## src/rtl/circ_agen_pkg.sv

```systemverilog
package circ_agen_pkg;

  typedef enum logic [1:0] {
    SEL_INDEX  = 2'd0,
    SEL_BASE   = 2'd1,
    SEL_LENGTH = 2'd2,
    SEL_MODIFY = 2'd3
  } cfg_sel_e;

endpackage

```

## src/rtl/circ_agen_cfg.sv

```systemverilog
module circ_agen_cfg
  import circ_agen_pkg::*;
#(
  parameter int AW = 32
) (
  input  logic          clk,
  input  logic          rst_n,
  input  logic          we,
  input  logic [1:0]    sel,
  input  logic [AW-1:0] wdata,
  output logic          idx_we,
  output logic [AW-1:0] base_q,
  output logic [AW-1:0] len_q,
  output logic [AW-1:0] mod_q
);

  cfg_sel_e sel_e;
  assign sel_e  = cfg_sel_e'(sel);
  assign idx_we = we && (sel_e == SEL_INDEX);

  always_ff @(posedge clk or negedge rst_n) begin
    if (!rst_n) begin
      base_q <= '0;
      len_q  <= '0;
      mod_q  <= '0;
    end else if (we) begin
      case (sel_e)
        SEL_BASE:   base_q <= wdata;
        SEL_LENGTH: len_q  <= wdata;
        SEL_MODIFY: mod_q  <= wdata;
        default:    ;
      endcase
    end
  end

endmodule

```

## src/rtl/circ_agen_fold.sv

```systemverilog
module circ_agen_fold #(
  parameter int AW = 32
) (
  input  logic [AW-1:0] idx,
  input  logic [AW-1:0] base,
  input  logic [AW-1:0] len,
  input  logic [AW-1:0] modv,
  output logic [AW-1:0] nxt
);

  localparam int EW = AW + 2;

  logic signed [EW-1:0] idx_x, base_x, len_x, mod_x;
  logic signed [EW-1:0] sum_x, end_x, fold_x;
  logic                 wrap_off, over_top, under_base;

  assign idx_x  = signed'({2'b00, idx});
  assign base_x = signed'({2'b00, base});
  assign len_x  = signed'({2'b00, len});
  assign mod_x  = signed'({{2{modv[AW-1]}}, modv});

  assign sum_x      = idx_x + mod_x;
  assign end_x      = base_x + len_x;
  assign wrap_off   = (len == '0);
  assign over_top   = (sum_x >= end_x);
  assign under_base = (sum_x < base_x);

  always_comb begin
    fold_x = sum_x;
    if (!wrap_off) begin
      if (over_top)        fold_x = sum_x - len_x;
      else if (under_base) fold_x = sum_x + len_x;
    end
  end

  assign nxt = fold_x[AW-1:0];

endmodule

```

## src/rtl/circ_agen_index.sv

```systemverilog
module circ_agen_index #(
  parameter int AW = 32
) (
  input  logic          clk,
  input  logic          rst_n,
  input  logic          any_we,
  input  logic          idx_we,
  input  logic [AW-1:0] wdata,
  input  logic          acc,
  input  logic [AW-1:0] nxt,
  output logic [AW-1:0] idx_q
);

  always_ff @(posedge clk or negedge rst_n) begin
    if (!rst_n)          idx_q <= '0;
    else if (idx_we)     idx_q <= wdata;
    else if (acc && !any_we) idx_q <= nxt;
  end

endmodule

```

## src/rtl/circ_agen.sv

```systemverilog
module circ_agen #(
  parameter int AW = 32
) (
  input  logic          clk,
  input  logic          rst_n,
  input  logic          cfg_we_i,
  input  logic [1:0]    cfg_sel_i,
  input  logic [AW-1:0] cfg_wdata_i,
  input  logic          acc_i,
  output logic [AW-1:0] addr_o,
  output logic [AW-1:0] next_o
);

  logic          idx_we;
  logic [AW-1:0] base_q, len_q, mod_q, idx_q, nxt;

  circ_agen_cfg #(.AW(AW)) u_cfg (
    .clk(clk), .rst_n(rst_n), .we(cfg_we_i), .sel(cfg_sel_i),
    .wdata(cfg_wdata_i), .idx_we(idx_we),
    .base_q(base_q), .len_q(len_q), .mod_q(mod_q)
  );

  circ_agen_fold #(.AW(AW)) u_fold (
    .idx(idx_q), .base(base_q), .len(len_q), .modv(mod_q), .nxt(nxt)
  );

  circ_agen_index #(.AW(AW)) u_index (
    .clk(clk), .rst_n(rst_n), .any_we(cfg_we_i), .idx_we(idx_we),
    .wdata(cfg_wdata_i), .acc(acc_i), .nxt(nxt), .idx_q(idx_q)
  );

  assign addr_o = idx_q;
  assign next_o = nxt;

endmodule

```

## config.mk

```make
export PLATFORM = sky130hd
export DESIGN_NAME = circ_agen
export DESIGN_NICKNAME = d
export VERILOG_FILES = /design/src/rtl/circ_agen_pkg.sv /design/src/rtl/circ_agen_cfg.sv /design/src/rtl/circ_agen_fold.sv /design/src/rtl/circ_agen_index.sv /design/src/rtl/circ_agen.sv
export SDC_FILE = /design/constraint.sdc
export NUM_CORES = 1
export LEC_CHECK = 0
export ABC_AREA = 0
export CELL_PAD_IN_SITES_DETAIL_PLACEMENT = 0
export CELL_PAD_IN_SITES_GLOBAL_PLACEMENT = 1
export CORE_AREA = 2 2 126 251
export CTS_CLUSTER_SIZE = 8
export DETAILED_ROUTE_END_ITERATION = 16
export DIE_AREA = 0 0 128 253
export DONT_BUFFER_PORTS = 1
export GPL_TIMING_DRIVEN = 0
export PLACE_DENSITY = 0.88
export SYNTH_ARGS = -nofsm -noshare
export SYNTH_HDL_FRONTEND = slang
export SYNTH_SLANG_ARGS = --single-unit
```

## constraint.sdc

```tcl
create_clock -name clk -period 6.8 [get_ports clk]
set_input_delay 1.36 -clock clk [delete_from_list [all_inputs] [get_ports clk]]
set_output_delay 1.36 -clock clk [all_outputs]
set_load 0.01 [all_outputs]
```

==> reports/results.tsv <==
metric	value	unit
ant diodes	0	
Req. time, crit path	5440	ps
final-stage net count	1949	
Iteration-0 DRC Markers	1159	
worst skew pair latency	470	ps
Cells after Synth	1616	
row count	91	
share of async-settable or async-resettable flops after synthesis	100	%
Die Span X	128	µm
die area	32400	µm²
Hold WC Path Type	reg2reg	
Routed WL	52800	µm
Min Hold Slack	509	ps
clock transition at the registers of the reported paths	60	ps
clock tree buffer depth	2	
fin crit period	8010	ps
die height	253	µm
CP Max Fanout	7	
Worst-Margin Slew	1460	ps
area of the multi-input gates	11400	µm²
Clock Sinks	128	
Max-Cap Viols	0	
Worst Setup SP	u_index.idx_q[0]$_DFFE_PN0P_	
first drt pass iteration count	8	
WL per Instance	25.0	µm
final setup vio count	32	
RSZ-0062 raised after global routing	yes	
Mapped Area	13900	µm²
CTS tree	done	
Vias	13700	
fmax	125	MHz
yosys warns	0	
non-filler cells, final	2109	
core area	30500	µm²
syn nets	1841	
flops & latches, synth	128	
pins over their slew limit	0	
DRC errors left	0	
Synth area leader	dfrtp_1	
number of global-route vias before repair	13400	
Routed Antenna Nets	0	
Yosys top cell area share	23.1	%
GPL Wtd Cong	0.993	
Setup crit start kind	flip-flop	
status	finished, violations left	
vias per inst	6.48	
Layout area overhead	25.5	%
final-layout fill cell count	2744	
commonest non-fill, non-tap cell in the layout	ha_1	
initial antenna violation count	0	
number of flops mapped to enable cells by yosys	0	
Seq/Total Area, Yosys	23.1	%
CTS H-Tree Depth	4	
Syn Area/Cell	8.58	µm²
FF+latch area	3210	µm²
global route overflow	0	
Top Ports	102	
Final Worst Setup Slack	-1210	ps
RR Startpoint	u_index.idx_q[0]$_DFFE_PN0P_	
final worst path period share	118	%
violated checks	negative setup slack	
pin count of the biggest net entering global routing	129	
detailed placement HPWL	39900	µm
TritonCTS buffer count	17	
first-pass GRT wire length	77700	µm
placed cell count	1988	
Synth Flop Type	dfrtp_1	
Worst EP arrival	6650	ps
synth unique cells	84	
CP Capture Type	primary output	
commonest cells after routing, fill and taps aside	ha_1 (169), inv_1 (134), dfrtp_1 (125), a21oi_1 (122), mux2_2 (96)	
Hold Path Origin	u_cfg.mod_q[14]$_DFFE_PN0P_	
setup TNS	-34930	ps
CP Class	reg2out	
clock root buffer	clkbuf_16	
Buffers on Ports	0	
share of layout cells above drive strength 1	25.5	%
clock skew	11.2	ps
Hold Fails Final Rpt	0	
Total GRT Usage	31.9	%
largest cells by area after synthesis	dfrtp_1 (23%), ha_1 (17%), mux2_2 (7.9%), a21oi_1 (4.8%), inv_1 (3.7%)	
Rel. slew slack	2.43	%
Initial Util	45.4	%
-- Yosys cell counts, types with 8 or more instances --
master / n
a211o_1: 8
a211oi_1: 30
a21o_1: 56
a21oi_1: 133
a221o_1: 8
a221oi_1: 9
a222oi_1: 14
a22o_1: 12
a22oi_1: 12
a31oi_1: 13
and3_1: 19
buf_2: 13
clkbuf_1: 42
dfrtp_1: 128
ha_1: 183
inv_1: 137
mux2_2: 97
nand2_1: 66
nand2b_1: 24
nand3_1: 32
nand4_1: 23
nor2_1: 104
nor2b_1: 13
nor3_1: 31
nor4_1: 19
o211ai_1: 11
o21a_1: 17
o21ai_0: 82
o21bai_1: 34
o22ai_1: 15
o31ai_1: 22
or2_2: 8
or3_1: 9
xnor2_1: 46
xor2_1: 28
-- metal layers --
metal  track usage, %  share of wire [%]  up-vias
li1                 -                  -     6309
met1             38.6                 38     6537
met2             51.7                 47      618
met3             5.22                7.6      198
met4             21.2                7.7        0
met5                0                  0        -
-- stage by stage --
stage          instance area (µm²)  utilization (%)  worst slack [ps]
2_1_floorplan                14100                -              -163
3_3_place_gp                 14600             47.9             -1690
3_5_place_dp                 14600             47.9             -1780
4_1_cts                      16600             54.4             -1040
5_1_grt                      17400             57.0             -1360
6_report                     17400             57.0             -1210
-- what timing repair did --
| action | CTS | global route |
|---|---|---|
| resized for setup | 183 | 106 |
| pin swaps | 67 | 70 |
| setup endpoints to repair | 64 | 43 |
| gates cloned | 1 | 4 |
| setup buffers | 55 | 34 |
| hold buffers | 0 | 0 |
-- cell type report --
| cell class | instances | share of cell area [%] |
|---|---|---|
| plain buffers | 57 | 2.37 |
| clock buffers | 22 | 2.73 |
| clock inverters | 10 | 0.496 |
| inverters | 137 | 2.96 |
| multi-input cells | 1292 | 65.7 |
| flip-flops and latches | 128 | 18.4 |
| well taps | 372 | 2.68 |
| repair buffers | 91 | 4.62 |
-- worst paths after layout --
kind	slack, ps	cells past startpoint	to
min	510	1	u_cfg.mod_q[14]$_DFFE_PN0P_
max reg2reg	20	29	u_index.idx_q[31]$_DFFE_PN0P_
max	-1210	25	next_o[26]
min in group asynchronous	600	0	u_index.idx_q[30]$_DFFE_PN0P_
min reg2reg	510	1	u_cfg.mod_q[14]$_DFFE_PN0P_
max in group asynchronous	5990	0	u_cfg.len_q[0]$_DFFE_PN0P_
-- state kept, by name, indices dropped and copies added, names as in the netlist --
| name | count |
|---|---|
| u_cfg.base_q | 32 |
| u_cfg.len_q | 32 |
| u_cfg.mod_q | 32 |
| u_index.idx_q | 32 |
-- critical path, stage by stage (launching register included) --
cell	delay, ps
dfrtp_2	450
ha_4	190
fa_2	370
a211o_1	320
a2111oi_4	460
o32ai_4	160
a21oi_2	180
o21bai_1	80
a21oi_1	150
xor2_1	300
inv_2	150
buf_4	170
buf_6	100
buf_6	110
ha_4	140
a21o_1	180
a2111oi_4	300
a21oi_2	150
a211o_1	280
nand4_1	270
a31oi_4	140
o31a_4	450
a31oi_4	420
buf_8	170
nor2b_1	40
a311o_2	430
-- cell families after synthesis --
| group | after synthesis | synth area share [%] |
|---|---|---|
| AO/OA/AOI/OAI | 554 | 27.8 |
| AND/OR/NAND/NOR | 376 | 13.7 |
| buffers and inverters | 197 | 5.46 |
| adder cells (fa/ha/maj) | 187 | 17.1 |
| flip-flops | 128 | 23.1 |
| multiplexers | 99 | 8.03 |
| XOR/XNOR | 75 | 4.84 |
Power is left out: the tool's default activity adds up to more than one toggle a clock period on the data nets, which glitch-free logic cannot reach.
